===== config.mk =====
export PLATFORM = sky130hd
export DESIGN_NAME = pulse_ratio_rx
export DESIGN_NICKNAME = d
export VERILOG_FILES = /design/src/rtl/prt_pkg.sv /design/src/rtl/prt_bit_judge.sv /design/src/rtl/prt_level_map.sv /design/src/rtl/pulse_ratio_rx.sv
export SDC_FILE = /design/constraint.sdc
export NUM_CORES = 1
export LEC_CHECK = 0
export ABC_AREA = 1
export BUFFER_PORTS_ARGS = -buffer_cell sky130_fd_sc_hd__buf_2
export CORE_MARGIN = 2
export CORE_UTILIZATION = 30
export CTS_CLUSTER_SIZE = 20
export DETAILED_ROUTE_END_ITERATION = 16
export PLACE_DENSITY = 0.52
export SYNTH_ARGS = -nofsm -noshare
export SYNTH_HDL_FRONTEND = slang
export SYNTH_SLANG_ARGS = --single-unit

===== constraint.sdc =====
create_clock -name clk -period 3.3 [get_ports clk]
set_clock_uncertainty 0.1 [all_clocks]
set_input_delay 0.825 -clock clk [delete_from_list [all_inputs] [get_ports clk]]
set_output_delay 0.825 -clock clk [all_outputs]
set_load 0.05 [all_outputs]

===== src/rtl/prt_pkg.sv =====
`timescale 1ns/1ps
package prt_pkg;
    typedef enum logic [2:0] {
        S_IDLE, S_GAP, S_HI, S_LO, S_STOP, S_END, S_ACKD, S_ACKP
    } rx_state_e;

    localparam int unsigned LVL_W      = 5;
    localparam int unsigned MV_W       = 8;
    localparam int unsigned FRAME_BITS = 16;
    localparam logic [7:0]  DEV_ADDR   = 8'b0111_0010;
endpackage


===== src/rtl/prt_bit_judge.sv =====
`timescale 1ns/1ps
module prt_bit_judge #(
    parameter int unsigned CW = 9
) (
    input  logic [CW-1:0] hi_len,
    input  logic [CW-1:0] lo_len,
    output logic          bit_ok,
    output logic          bit_val
);
    logic [CW:0] hi_x2, lo_x2, hi_e, lo_e;
    logic        is_zero, is_one, nonzero;

    always_comb begin
        hi_e    = {1'b0, hi_len};
        lo_e    = {1'b0, lo_len};
        hi_x2   = {hi_len, 1'b0};
        lo_x2   = {lo_len, 1'b0};
        nonzero = (hi_len != '0) && (lo_len != '0);
        is_zero = lo_e >= hi_x2;
        is_one  = hi_e >= lo_x2;
        bit_ok  = nonzero && (is_zero || is_one);
        bit_val = is_one;
    end
endmodule


===== src/rtl/prt_level_map.sv =====
`timescale 1ns/1ps
module prt_level_map
    import prt_pkg::*;
(
    input  logic [LVL_W-1:0] code,
    output logic [MV_W-1:0]  mv
);
    int c_i, mv_i;

    always_comb begin
        c_i = int'(code);
        if (c_i == 0)       mv_i = 0;
        else if (c_i <= 12) mv_i = 3 * c_i + 2;
        else if (c_i <= 23) mv_i = 6 * c_i - 34;
        else                mv_i = 12 * c_i - 172;
        mv = MV_W'(mv_i);
    end
endmodule


===== src/rtl/pulse_ratio_rx.sv =====
`timescale 1ns/1ps
module pulse_ratio_rx
    import prt_pkg::*;
#(
    parameter int unsigned START_MIN = 2,
    parameter int unsigned END_MIN   = 2,
    parameter int unsigned PHASE_MAX = 360,
    parameter int unsigned ACK_DLY   = 2,
    parameter int unsigned ACK_LEN   = 512
) (
    input  logic             clk,
    input  logic             rst_n,
    input  logic             us_tick,
    input  logic             wire_in,
    input  logic             dig_en,
    output logic [LVL_W-1:0] level,
    output logic [MV_W-1:0]  fb_mv,
    output logic             frame_ok,
    output logic             wire_pull
);
    localparam int unsigned M1      = (PHASE_MAX > ACK_LEN) ? PHASE_MAX : ACK_LEN;
    localparam int unsigned M2      = (START_MIN > END_MIN) ? START_MIN : END_MIN;
    localparam int unsigned M3      = (M2 > ACK_DLY) ? M2 : ACK_DLY;
    localparam int unsigned CNT_MAX = (M1 > M3) ? M1 : M3;
    localparam int unsigned CW      = $clog2(CNT_MAX + 2);
    localparam int unsigned NB_W    = $clog2(FRAME_BITS);

    typedef struct packed {
        rx_state_e             st;
        logic [CW-1:0]         cnt;
        logic [CW-1:0]         hi_len;
        logic [FRAME_BITS-1:0] sh;
        logic [NB_W-1:0]       nb;
        logic                  wire_q;
        logic [LVL_W-1:0]      lvl;
        logic                  ok;
    } rx_t;

    rx_t r_d, r_q;

    logic rise, fall, over, bit_ok, bit_val;
    logic [CW-1:0] cnt_inc;
    logic [FRAME_BITS-1:0] sh_next;

    prt_bit_judge #(.CW(CW)) u_judge (
        .hi_len (r_q.hi_len),
        .lo_len (r_q.cnt),
        .bit_ok (bit_ok),
        .bit_val(bit_val)
    );

    prt_level_map u_map (
        .code(r_q.lvl),
        .mv  (fb_mv)
    );

    always_comb begin
        r_d        = r_q;
        r_d.ok     = 1'b0;
        r_d.wire_q = wire_in;
        rise       = wire_in & ~r_q.wire_q;
        fall       = ~wire_in & r_q.wire_q;
        cnt_inc    = r_q.cnt + CW'(1);
        over       = us_tick && (r_q.cnt >= CW'(PHASE_MAX));
        sh_next    = {r_q.sh[FRAME_BITS-2:0], bit_val};

        unique case (r_q.st)
            S_IDLE: begin
                if (fall && r_q.cnt >= CW'(START_MIN)) begin
                    r_d.st  = S_GAP;
                    r_d.cnt = '0;
                    r_d.nb  = '0;
                end else if (!wire_in) begin
                    r_d.cnt = '0;
                end else if (us_tick && r_q.cnt < CW'(START_MIN)) begin
                    r_d.cnt = cnt_inc;
                end
            end
            S_GAP, S_HI, S_STOP: begin
                if ((r_q.st == S_GAP) ? rise : fall) begin
                    r_d.st     = (r_q.st == S_GAP) ? S_HI :
                                 (r_q.st == S_HI)  ? S_LO : S_END;
                    r_d.hi_len = r_q.cnt;
                    r_d.cnt    = '0;
                end else if (over) begin
                    r_d.st  = S_IDLE;
                    r_d.cnt = '0;
                end else if (us_tick) begin
                    r_d.cnt = cnt_inc;
                end
            end
            S_LO: begin
                if (rise) begin
                    r_d.cnt = '0;
                    if (!bit_ok) begin
                        r_d.st = S_IDLE;
                    end else begin
                        r_d.sh = sh_next;
                        if (r_q.nb == NB_W'(FRAME_BITS - 1)) begin
                            r_d.st = S_STOP;
                        end else begin
                            r_d.nb = r_q.nb + NB_W'(1);
                            r_d.st = S_HI;
                        end
                    end
                end else if (over) begin
                    r_d.st  = S_IDLE;
                    r_d.cnt = '0;
                end else if (us_tick) begin
                    r_d.cnt = cnt_inc;
                end
            end
            S_END: begin
                if (rise) begin
                    r_d.st  = S_IDLE;
                    r_d.cnt = '0;
                end else if (us_tick) begin
                    if (cnt_inc >= CW'(END_MIN)) begin
                        r_d.cnt = '0;
                        r_d.st  = S_IDLE;
                        if (r_q.sh[15:8] == DEV_ADDR && r_q.sh[6:5] == 2'b00) begin
                            r_d.lvl = r_q.sh[LVL_W-1:0];
                            r_d.ok  = 1'b1;
                            if (r_q.sh[7]) r_d.st = S_ACKD;
                        end
                    end else begin
                        r_d.cnt = cnt_inc;
                    end
                end
            end
            S_ACKD: begin
                if (us_tick) begin
                    if (cnt_inc >= CW'(ACK_DLY)) begin
                        r_d.st  = S_ACKP;
                        r_d.cnt = '0;
                    end else begin
                        r_d.cnt = cnt_inc;
                    end
                end
            end
            S_ACKP: begin
                if (us_tick) begin
                    if (cnt_inc >= CW'(ACK_LEN)) begin
                        r_d.st  = S_IDLE;
                        r_d.cnt = '0;
                    end else begin
                        r_d.cnt = cnt_inc;
                    end
                end
            end
            default: begin
                r_d.st  = S_IDLE;
                r_d.cnt = '0;
            end
        endcase

        if (!dig_en) begin
            r_d.st  = S_IDLE;
            r_d.cnt = '0;
            r_d.ok  = 1'b0;
            r_d.lvl = r_q.lvl;
        end
    end

    always_ff @(posedge clk or negedge rst_n) begin
        if (!rst_n) begin
            r_q        <= '0;
            r_q.st     <= S_IDLE;
            r_q.wire_q <= 1'b1;
            r_q.lvl    <= LVL_W'(31);
        end else begin
            r_q <= r_d;
        end
    end

    assign level     = r_q.lvl;
    assign frame_ok  = r_q.ok;
    assign wire_pull = (r_q.st == S_ACKP);

    a_r10_ok_single: assert property (@(posedge clk) disable iff (!rst_n)
        frame_ok |=> !frame_ok);
    a_r2_level_only_on_ok: assert property (@(posedge clk) disable iff (!rst_n)
        !frame_ok |-> $stable(level));
    a_r7_pull_after_delay: assert property (@(posedge clk) disable iff (!rst_n)
        $rose(wire_pull) |-> $past(r_q.st == S_ACKD));
    a_r9_disabled_quiet: assert property (@(posedge clk) disable iff (!rst_n)
        !dig_en |=> (!wire_pull && !frame_ok));
    a_r8_full_scale: assert property (@(posedge clk) disable iff (!rst_n)
        (level == LVL_W'(31)) |-> (fb_mv == MV_W'(200)));
    a_r8_zero_code: assert property (@(posedge clk) disable iff (!rst_n)
        (level == '0) |-> (fb_mv == '0));
    a_r6_phase_bound: assert property (@(posedge clk) disable iff (!rst_n)
        (r_q.st inside {S_GAP, S_HI, S_LO, S_STOP}) |-> (r_q.cnt <= CW'(PHASE_MAX)));
endmodule


[Yosys cells after proc, flatten, opt, wreduce, memory -nomap -nowiden]
Index checks and enable logic that the tools add are counted.
Word-level totals
  register bits after elaboration: 50
Cells by class
  add/sub/neg operators: 5
  $mul: 3
  magnitude comparators: 9
  eq/ne operators: 21
  muxes and demuxes: 41
  bitwise logic cells: 5
  reduce and logical (&&, ||, !) cells: 20
Operators by type and width (count)
  13-bit two-way mux: 7
  13-bit one-hot mux with 6 select lines: 1
  10-bit two-way mux: 7
  3-bit two-way mux: 11
  8-bit two-way mux: 3
  10-bit by 11-bit >= comparator with 1-bit output: 2
  10-bit by 2-bit >= comparator with 1-bit output, second input constant: 2
  10-bit nonzero test: 2
  4-bit two-way mux: 4
  2-bit by 5-bit multiplier with 7-bit output, first input constant: 2
  3-bit equality test, second input constant: 4
  3-bit inequality test, second input constant: 4
  10-bit by 1-bit adder with 10-bit output, second input constant: 1
  10-bit >= comparator, second input constant: 1
  10-bit by 9-bit >= comparator with 1-bit output, second input constant: 1
  10-bit by 2-bit less-than comparator with 1-bit output, second input constant: 1
  8-bit by 3-bit adder with 8-bit output, second input constant: 1
  8-bit by 7-bit equality test with 1-bit output, second input constant: 1
  2-bit inequality test, second input constant: 4
  4-bit inequality test, second input constant: 2
  4-bit one-hot mux with 2 select lines: 1
  8-bit by 7-bit subtractor with 8-bit output, second input constant: 1
  8-bit subtractor, second input constant: 1
  1-bit two-way mux: 7
  24 further kinds: 33

[Depth between registers and ports, before layout]
Gate-level depths: netlist (run 1).
  depth in word-level cells: 8
  mapped depth: 16
  depth with buffers taken out: 16

[By module]
A second synthesis (run 1) with hierarchy kept.
Unflattened totals
  cells, all modules: 670
  area, all modules: 4494.3 µm²
By module, submodules not included
  pulse_ratio_rx: times used 1, cells an instance 422, area an instance 3055.4 µm²
  prt_level_map: times used 1, cells an instance 141, area an instance 837.1 µm²
  prt_bit_judge: times used 1, cells an instance 107, area an instance 601.8 µm²

[Worst setup path after synthesis (run 1)]
No wires, ideal clock.
  path type: reg2out
  start point: register r_q (netlist bit level[0])
  end point: output port fb_mv[5]
  arrival time: 3.020 ns
  data required time: 2.375 ns
  slack: -0.645 ns
  stages on the path, launching flop included: 10
  buffers on the path: 0
  cell sequence: dfstp_2 -> ha_1 -> fa_1 -> inv_1 -> ha_1 -> a21oi_1 -> nor2_1 -> inv_1 -> a31oi_1 -> a211oi_1
Between the ends
  cells in the longest elaborated chain, start to end: 5
  elaborated cells on any way between the ends: 12
  those cells by class: 3 x add/sub; 3 x mul; 2 x order compare; 3 x mux; 1 x reduce/logical
RTL lines
  from (decl): RTL line pulse_ratio_rx.sv:39  | rx_t r_d, r_q;
  from (signal assigned): RTL line pulse_ratio_rx.sv:172  | r_q <= r_d;
  2-bit by 5-bit multiplier with 6-bit output / 2-bit by 5-bit multiplier with 7-bit output (equally long branches): RTL line prt_level_map.sv:15, prt_level_map.sv:13, prt_level_map.sv:14
  8-bit subtractor / 8-bit by 7-bit subtractor with 8-bit output (equally long branches): RTL line prt_level_map.sv:15, prt_level_map.sv:14
  8-bit two-way mux: RTL line prt_level_map.sv:14  | else if (c_i <= 23) mv_i = 6 * c_i - 34;
  8-bit two-way mux: RTL line prt_level_map.sv:13  | else if (c_i <= 12) mv_i = 3 * c_i + 2;
  8-bit two-way mux (*): RTL line prt_level_map.sv:12  | if (c_i == 0) mv_i = 0;
  to (decl): RTL line pulse_ratio_rx.sv:17  | output logic [MV_W-1:0] fb_mv,
Every way passes the cells marked *; elsewhere a longest branch is shown, timed or not.

[Final worst setup path (run 1)]
  start point: register r_q (netlist bit level[0])
  end point: output port fb_mv[6]
The elaborated chain is that of the path after synthesis.

==> metrics.cfg, run 1 <==
[min_path]
hp-class = reg2reg

[worst_setup_path]
worst_path_most_repeated_cell = nand2_1
slowest_stage = dfstp_2
critPathLaunchType = flip-flop
path_buf_inv = 2
critPathTopFamily = adder cells
crit_path_max_incr_delay_ps = 560
crit_fanout = 5
worstPathArrival_ps = 2540
cp_data_required_time_ps = 2370
crit_chain = ha_4 -> fa_2 -> clkinv_4 -> ha_4 -> nand2_4 -> nand3_2 -> nand2_1 -> nand2_1 -> nand3_1 -> o21ai_1 -> nand2_1 -> a21oi_4 -> buf_6
path_class = reg2out
worstSetupEndpointType = output port

[clock_tree]
clock-sinks = 50
cts.path.max_buffers = 2
root_buffer = clkbuf_16
clkLatencyLatePin_ps = 300
cts_tree = yes
htree_levels = 2
cts_buffers = 5
path_clk_slew_ps = 70

[route]
remaining_drc_errors = 0
vias_per_cell = 4.861
ant_nets = 0
post_drt_wl_per_cell_um = 13.40
vias = 4035
drt-total-wl_mm = 11.12
first_iter_violations = 194
drt_pass1_iterations = 4

[timing]
final.setup.tns_ps = -559.0
hold_violations = 0
slew_headroom_pct = 61.08
clock.fmax_mhz = 288.4
min_period_over_period_pct = 105.1
setup_viol = 5
drv_slew = 0
setup_ws_ps = -167.4
rsz0062_at_grt = yes
fin_crit_ps = 3467
tightest_slew_ps = 582.4

[die]
fp.coreArea_sq_mm = 0.01399
dieArea_sq_mm = 0.01536
io_pins = 20
die_h_um = 123.9
die_x_um = 123.9
initial_core_util_pct = 30.84
row_count = 43

[global_routing]
grt_pass1_vias = 3894
grt_usage_pct = 15.13
antenna_found_initial = 0
grt_max_degree = 33
grt_pass1_wl_mm = 18.57
grt_overflow = 0

[finish]
nFillCells = 1467
diodes = 0
nNetsFinal = 693
drive_above_1_share_pct = 23.54
stdcell_area_sq_mm = 0.005220
syn_to_final_growth_pct = 21.00
fin_util_pct = 37.32

[synth]
ys_top_cells_by_count = nand2_1, inv_1, nand3_1
netlist_area_sq_mm = 0.004314
synth_area_per_cell_sq_um = 7.084
synth_top_flop_cell = dfrtp_1
yosys_warnings = 0
async_flop_share_pct = 100.0
ys_ff_latch = 50
synth.net_count = 653
synth_area_leaders = dfrtp_1, nand2_1, ha_1
post-synth-top-count-cell = nand2_1
synth_top_area_share_pct = 25.52
synth_cell_types = 43
yosysTopAreaCell = dfrtp_1
synth-edff-count = 0
postSynthCellCount = 609
synth_seq_area_share_pct = 29.18

[status]
outcome = finished with violations
violations = negative setup slack

[placement]
gp_congestion = 0.8509
postPlaceCellArea_sq_mm = 0.004726
place.port_buffers = 19
hpwl_mm = 8.323

[pwr]
power.density_mw_per_mm2 = 660.5
p_leak_uw = 0.002586
peakVddDrop_mv = 0.2731
p_total_uw = 3448

[flow_run]
drv_cap = 0

## flip-flops by register name, indices dropped and copies added (netlist names)
name	count
r_q	44
level	5
frame_ok	1
## cell usage in the layout (no fill, tap or decap), types with 3 or more instances in the layout
cell and count:
nor2_2 9, nand2_2 14, buf_6 7, ha_4 7, nor3_4 3, a21oi_1 16, nor2_4 3, o211ai_1 4
dfstp_2 6, dfrtp_1 44, buf_2 12, o21a_1 5, nand3_2 5, clkbuf_16 5, nor2_1 33, inv_1 70
nor3_1 7, o21ai_0 43, nand3_1 47, ha_1 30, o21ai_1 31, o21ai_2 3, nand2_1 140, nand4_1 11
a21oi_4 4, xor2_1 5, or2_2 4, a21oi_2 5, buf_4 29, inv_2 13, nand2_4 4
## worst min-delay path, delay by kind of cell, from the launching register on
kind	cells	cell delay (ps)
flops	1	340
simple gates	1	50
compound gates	1	60
## stage by stage
stage / worst slack [ps] / instances / hold slack (ps)
final: -167.4 / 830 / 381.2
after floorplan: -171.5 / 609 / 353.0
after detailed placement: -33.86 / 813 / 373.9
after CTS: -177.7 / 830 / 386.8
after global routing: -304.7 / 830 / 430.6
after global placement: -13.95 / 813 / 365.3
## cell families after synthesis
group | Yosys count | synth area share [%]
XOR/XNOR | 10 | 2.378
AO/OA/AOI/OAI | 121 | 15.72
flip-flops | 50 | 29.18
AND/OR/NAND/NOR | 289 | 31.53
adder cells (fa/ha/maj) | 39 | 11.49
buffers and inverters | 100 | 9.716
## report_power, final
group	leakage, uW	internal [uW]	switching (uW)	total [uW]
Clock	0.0000763	291	249	540
Sequential	0.000602	755	215	970
Combinational	0.00191	676	1260	1940
## final timing paths
check | from | endpoint | slack [ps] | cells after the start
max | level[0]$_DFFE_PN1P_ | fb_mv[6] | -170 | 13
min | r_q[21]$_DFFE_PN0P_ | r_q[22]$_DFFE_PN0P_ | 380 | 2
max reg2reg | r_q[40]$_DFFE_PN0P_ | r_q[19]$_DFFE_PN0P_ | 650 | 12
min reg2reg | r_q[21]$_DFFE_PN0P_ | r_q[22]$_DFFE_PN0P_ | 380 | 2
max in group asynchronous | rst_n | level[3]$_DFFE_PN1P_ | 1990 | 2
min in group asynchronous | rst_n | r_q[38]$_DFFE_PN0P_ | 400 | 1
## area by class of cell
| class | instances | area (sq um) | share of cell area [%] |
|---|---|---|---|
| multi-input combinational | 459 | 2888 | 55.32 |
| sequential | 50 | 1259 | 24.11 |
| timing repair buffer | 48 | 356.6 | 6.831 |
| inverter | 85 | 337.8 | 6.472 |
| tap | 180 | 225.2 | 4.314 |
| clock buffer | 5 | 125.1 | 2.397 |
| clock inverter | 3 | 28.78 | 0.5513 |
## per-layer routing
| layer | part of all wire (%) | GRT usage [%] | vias up |
|---|---|---|---|
| li1 | - | - | 2082 |
| met1 | 48 | 19.84 | 1881 |
| met2 | 48 | 26.41 | 62 |
| met3 | 2.7 | 1.603 | 10 |
| met4 | 1.2 | 4.213 | 0 |
| met5 | 0 | 0 | - |
## what timing repair did
item	4_1_cts	5_1_grt
endpoints found under the setup margin	6	8
buffers inserted	9	0
hold buffers	0	0
pin swaps	23	9
gates resized for setup	48	18
(Power assumes the default switching activity.)
==> run 2, diff against run 1 <==
SKIP_LAST_GASP = 1   (was default)
==> metrics.cfg, run 2 (synthesis results as in run 1) <==
[route]
drt_pass1_iterations = 4  ; unchanged
drt-total-wl_mm = 11.14  ; +0.19%
remaining_drc_errors = 0  ; unchanged
first_iter_violations = 203  ; +4.6%
post_drt_wl_per_cell_um = 13.41  ; about the same
vias_per_cell = 4.875  ; +0.28%
vias = 4051  ; +0.40%
ant_nets = 0  ; unchanged

[pwr]
p_total_uw = 3445  ; about the same
p_leak_uw = 0.002589  ; +0.14%
power.density_mw_per_mm2 = 659.7  ; -0.12%
peakVddDrop_mv = 0.2733  ; about the same

[die]
die_h_um = 123.9  ; unchanged
die_x_um = 123.9  ; unchanged
dieArea_sq_mm = 0.01536  ; unchanged
initial_core_util_pct = 30.84  ; unchanged
row_count = 43  ; unchanged
io_pins = 20  ; unchanged
fp.coreArea_sq_mm = 0.01399  ; unchanged

[timing]
tightest_slew_ps = 582.8  ; +0.3292 ps
whs_ps = 380.8  ; -0.4530 ps
final.setup.tns_ps = -601.6  ; -42.55 ps
setup_ws_ps = -203.5  ; -36.03 ps
min_period_over_period_pct = 106.2  ; +1.1 points
drv_slew = 0  ; unchanged
clock.fmax_mhz = 285.4  ; -1.0%
slew_headroom_pct = 61.05  ; about the same
setup_viol = 5  ; unchanged
hold_violations = 0  ; unchanged
rsz0062_at_grt = yes
fin_crit_ps = 3503  ; +36.03 ps

[worst_setup_path]
path_buf_inv = 2  ; unchanged
path_class = reg2out
worst_path_most_repeated_cell = nand2_1
critPathLaunchType = flip-flop
r2r-start = r_q[40]$_DFFE_PN0P_
cp_data_required_time_ps = 2370  ; about the same
rr_worst_depth = 12  ; unchanged
reg2reg_to = r_q[17]$_DFFE_PN0P_
rrSetupSlack_ps = 650  ; about the same
critPathTopFamily = adder cells
crit_fanout = 5  ; unchanged
worstPathArrival_ps = 2580  ; +40 ps
worstSetupEndpointType = output port
crit_chain = ha_4 -> fa_2 -> clkinv_4 -> ha_4 -> nand2_4 -> nand3_2 -> nand2_1 -> nand2_1 -> nand3_1 -> o21ai_1 -> nand2_1 -> a21oi_4 -> buf_6
slowest_stage = dfstp_2
crit_path_max_incr_delay_ps = 560  ; about the same

[global_routing]
antenna_found_initial = 0  ; unchanged
grt_overflow = 0  ; unchanged
grt_pass1_wl_mm = 18.59  ; +0.11%
grt_max_degree = 33  ; unchanged
grt_usage_pct = 15.14  ; about the same
grt_pass1_vias = 3899  ; +0.13%

[clock_tree]
cts_buffers = 5  ; unchanged
cts_tree = yes
root_buffer = clkbuf_16
clkLatencyLatePin_ps = 300  ; about the same
clock-sinks = 50  ; unchanged
path_clk_slew_ps = 70  ; about the same
cts.path.max_buffers = 2  ; unchanged
htree_levels = 2  ; unchanged
cts_hold_buffers = 0  ; unchanged

[finish]
syn_to_final_growth_pct = 21.03  ; about the same
diodes = 0  ; unchanged
nFillCells = 1465  ; -0.14%
largest_reg_flops = 44  ; unchanged
fin_util_pct = 37.33  ; about the same
layout_commonest_cell = nand2_1
drive_above_1_share_pct = 23.04  ; -0.50 points
multi_input_area_sq_mm = 0.002882  ; -0.22%
nNetsFinal = 694  ; +0.14%
regMostFlops = r_q
seq_area_sq_mm = 0.001259  ; unchanged
final_cell_mix = nand2_1, inv_1, nand3_1

[flow_run]
drv_cap = 0  ; unchanged

[placement]
gp_congestion = 0.8509  ; unchanged
place.port_buffers = 19  ; unchanged
hpwl_mm = 8.323  ; unchanged
preCtsSetupSlack_ps = -33.86  ; unchanged

[min_path]
min_from = r_q[21]$_DFFE_PN0P_
hp-class = reg2reg
whs_path_depth = 2  ; unchanged
hold_end = r_q[22]$_DFFE_PN0P_

[status]
outcome = finished with violations
violations = negative setup slack

[run 2: what timing repair did]
action / 4_1_cts / 5_1_grt
setup endpoints to repair: 6 / 8
pin swaps: 22 / 12
setup buffers: 9 / 1
resized for setup: 45 / 17
[run 2: worst max-delay path by stage]
stage,startpoint,to,slack (ps),cells after the start
after floorplan,level[0]$_DFFE_PN1P_,fb_mv[5],-170,9
after global placement,level[0]$_DFFE_PN1P_,fb_mv[6],-10,13
after detailed placement,level[0]$_DFFE_PN1P_,fb_mv[6],-30,13
after CTS,level[1]$_DFFE_PN1P_,fb_mv[7],-180,12
after global routing,level[1]$_DFFE_PN1P_,fb_mv[6],-320,13
final,level[0]$_DFFE_PN1P_,fb_mv[6],-200,13
[run 2: where the power goes]
group	leakage, uW	internal (uW)	switching (uW)	total, uW
logic	0.00191	675	1260	1940
registers	0.000602	755	214	969
clock network	0.0000763	291	247	538
total	0.00259	1720	1720	3440
[run 2: final cells by class]
class,count,area share [%]
Clock buffer,5,2.396
Clock inverter,3,0.5512
Inverter,85,6.470
Multi-Input combinational cell,459,55.19
Sequential cell,50,24.11
Tap cell,180,4.313
Timing Repair Buffer,49,6.973
[run 2: metrics by stage]
stage,cells,instance area (sq um)
after floorplan,609,4355
after global placement,813,4726
after detailed placement,813,4726
after CTS,830,5147
after global routing,831,5221
final,831,5221
[run 2: worst min-delay path, cell delays in order, from the launching register on]
cell	delay (ps)
dfrtp_1	340
nand2_1	50
o21ai_1	60
[run 2: layer usage]
metal	part of all wire [%]	wire length, um	global-route usage, %
met1	48	5308	19.84
met2	49	5418	26.44
met3	2.9	328	1.603
met4	0.79	88	4.213
met5	0	0	0
==> run 3, diff against run 2 <==
SYNTH_HIERARCHICAL = 1   (was default)
==> metrics.cfg, run 3 <==
[placement]
gp_congestion = 0.9266  ; +8.9%
place.port_buffers = 19  ; unchanged
hpwl_mm = 8.720  ; +4.8%

[finish]
final_cell_mix = nand2_1, inv_1, nand3_1
drive_above_1_share_pct = 20.28  ; -2.8 points
nNetsFinal = 754  ; +8.6%
largest_reg_flops = 44  ; unchanged
syn_to_final_growth_pct = 16.95
diodes = 0  ; unchanged
seq_area_sq_mm = 0.001259  ; unchanged
regMostFlops = r_q
nFillCells = 1535  ; +4.8%
multi_input_area_sq_mm = 0.002888  ; +0.22%
layout_commonest_cell = nand2_1

[timing]
final.setup.tns_ps = -414.9  ; +186.7 ps
setup_viol = 5  ; unchanged
rsz0062_at_grt = yes
clock.fmax_mhz = 290.4  ; +1.7%
drv_slew = 0  ; unchanged
hold_violations = 0  ; unchanged
min_period_over_period_pct = 104.3  ; -1.8 points
slew_headroom_pct = 55.56  ; -5.5 points
tightest_slew_ps = 666.6  ; +83.87 ps
fin_crit_ps = 3443  ; -60.18 ps
setup_ws_ps = -143.3  ; +60.18 ps
whs_ps = 393.2  ; +12.38 ps

[worst_setup_path]
worstSetupEndpointType = output port
slowest_stage = fa_2
worst_path_most_repeated_cell = nand3_2
cp_data_required_time_ps = 2370  ; about the same
critPathTopFamily = adder cells
crit_path_max_incr_delay_ps = 640  ; +80 ps
worstPathArrival_ps = 2520  ; -60 ps
path_buf_inv = 3  ; +1
cp_num_cells = 10  ; -3
crit_fanout = 5  ; unchanged
path_class = reg2out
crit_chain = ha_4 -> inv_2 -> fa_2 -> inv_1 -> nor2_2 -> nand2_2 -> nand3_2 -> nand3_2 -> a21oi_2 -> buf_6
rr_worst_depth = 17  ; +5
critPathLaunchType = flip-flop

[synth]
post-synth-top-count-cell = nand2_1
yosysTopAreaCell = dfrtp_1
synth_seq_area_share_pct = 28.01  ; -1.2 points
synth.net_count = 715  ; +9.5%
synth_top_flop_cell = dfrtp_1
netlist_area_sq_mm = 0.004494  ; +4.2%
async_flop_share_pct = 100.0  ; unchanged
synth-edff-count = 0  ; unchanged
ys_top_cells_by_count = nand2_1, inv_1, nand3_1
ys_ff_latch = 50  ; unchanged
yosys_warnings = 6  ; +6
synth_cell_types = 43  ; unchanged
synth_top_area_share_pct = 24.50  ; -1.0 points
synth_area_leaders = dfrtp_1, nand2_1, ha_1
synth_area_per_cell_sq_um = 6.708  ; -5.3%
postSynthCellCount = 670  ; +10%

[clock_tree]
root_buffer = clkbuf_16
path_clk_slew_ps = 80  ; about the same
clkLatencyLatePin_ps = 290  ; about the same
cts_hold_buffers = 0  ; unchanged
cts_tree = yes
cts.path.max_buffers = 2  ; unchanged
clock-sinks = 50  ; unchanged
htree_levels = 2  ; unchanged
cts_buffers = 5  ; unchanged

[route]
drt-total-wl_mm = 11.74  ; +5.4%
remaining_drc_errors = 0  ; unchanged
ant_nets = 0  ; unchanged
post_drt_wl_per_cell_um = 13.13  ; -2.0%
vias = 4330  ; +6.9%
first_iter_violations = 312  ; +54%
drt_pass1_iterations = 4  ; unchanged
vias_per_cell = 4.843  ; -0.65%

[die]
initial_core_util_pct = 30.81  ; -0.035 points
io_pins = 20  ; unchanged
fp.coreArea_sq_mm = 0.01459  ; +4.3%
dieArea_sq_mm = 0.01598  ; +4.0%
die_x_um = 126.4  ; +2.0%
row_count = 44  ; +2.3%
die_h_um = 126.4  ; +2.0%

[global_routing]
grt_max_degree = 51  ; +55%
antenna_found_initial = 0  ; unchanged
grt_overflow = 0  ; unchanged
grt_pass1_vias = 4235  ; +8.6%
grt_pass1_wl_mm = 20.20  ; +8.7%
grt_usage_pct = 15.04  ; -0.092 points

[flow_run]
drv_cap = 0  ; unchanged

[pwr]
power.density_mw_per_mm2 = 649.3  ; -1.6%
p_leak_uw = 0.002656  ; +2.6%
peakVddDrop_mv = 0.2746  ; +0.47%

[status]
violations = negative setup slack
outcome = finished with violations

[min_path]
whs_path_depth = 2  ; unchanged
hp-class = reg2reg

==> run 3: cells by family after synthesis <==
| kind of cell | count (synthesis) | share of synthesized area, % |
|---|---|---|
| and+or+nand+nor | 366 | 36.69 |
| AOI/OAI and AO/OA | 91 | 11.80 |
| muxes | 1 | 0.2227 |
| buffers and inverters | 118 | 10.69 |
| xor gates and xnor gates | 4 | 0.7797 |
| adders and majority gates | 40 | 11.80 |
| DFF | 50 | 28.01 |
==> run 3: final timing paths <==
kind | end | slack (ps) | start
max reg2reg | r_q[9]$_DFFE_PN0P_ | 620 | r_q[42]$_DFFE_PN0P_
min | r_q[14]$_DFFE_PN0P_ | 390 | r_q[14]$_DFFE_PN0P_
min reg2reg | r_q[14]$_DFFE_PN0P_ | 390 | r_q[14]$_DFFE_PN0P_
min in group asynchronous | r_q[38]$_DFFE_PN0P_ | 520 | rst_n
max | fb_mv[6] | -140 | level[1]$_DFFE_PN1P_
max in group asynchronous | r_q[18]$_DFFE_PN0P_ | 2100 | rst_n
==> run 3: timing repair <==
item	CTS	global route
setup buffers	8	3
endpoints found under the setup margin	5	7
pin swaps	6	11
gates resized for setup	29	13
==> run 3: routing by layer <==
layer	wire, um	track usage [%]	part of all wire [%]	up-vias
met5	0	0	0	-
met4	217	4.137	1.8	0
met3	424	1.814	3.6	22
met2	5490	25.29	47	83
met1	5609	20.42	48	1999
li1	-	-	-	2226
==> run 3: cell type report <==
| class | count | area share (%) |
|---|---|---|
| Multi-Input combinational cell | 502 | 54.94 |
| Sequential cell | 50 | 23.95 |
| Inverter | 104 | 7.427 |
| Timing Repair Buffer | 46 | 6.379 |
| Tap cell | 184 | 4.380 |
| Clock buffer | 5 | 2.380 |
| Clock inverter | 3 | 0.5475 |
==> run 3: tightest hold or removal path, cell delays in order, from the launching register on <==
cell     delay [ps]
dfrtp_1         350
nand2_1          50
o21ai_0          60
==> run 3: stage by stage <==
step / util (%) / cell area [sq um] / worst slack [ps] / power [uW] / cells
floorplan: - / 4516 / -25.75 / 2367 / 670
global placement: 33.39 / 4871 / 118.2 / 2855 / 875
finish: 36.03 / 5256 / -143.3 / 3413 / 894
CTS: 35.52 / 5182 / -88.30 / 3443 / 891
global route: 36.03 / 5256 / -232.9 / 3813 / 894
detailed placement: 33.39 / 4871 / 25.76 / 2880 / 875
==> run 3: report_power, final <==
part           leakage [uW]  internal [uW]  switching [uW]
clock             0.0000759            290             252
combinational       0.00194            648            1220
sequential         0.000643            755             251
total               0.00266           1690            1720
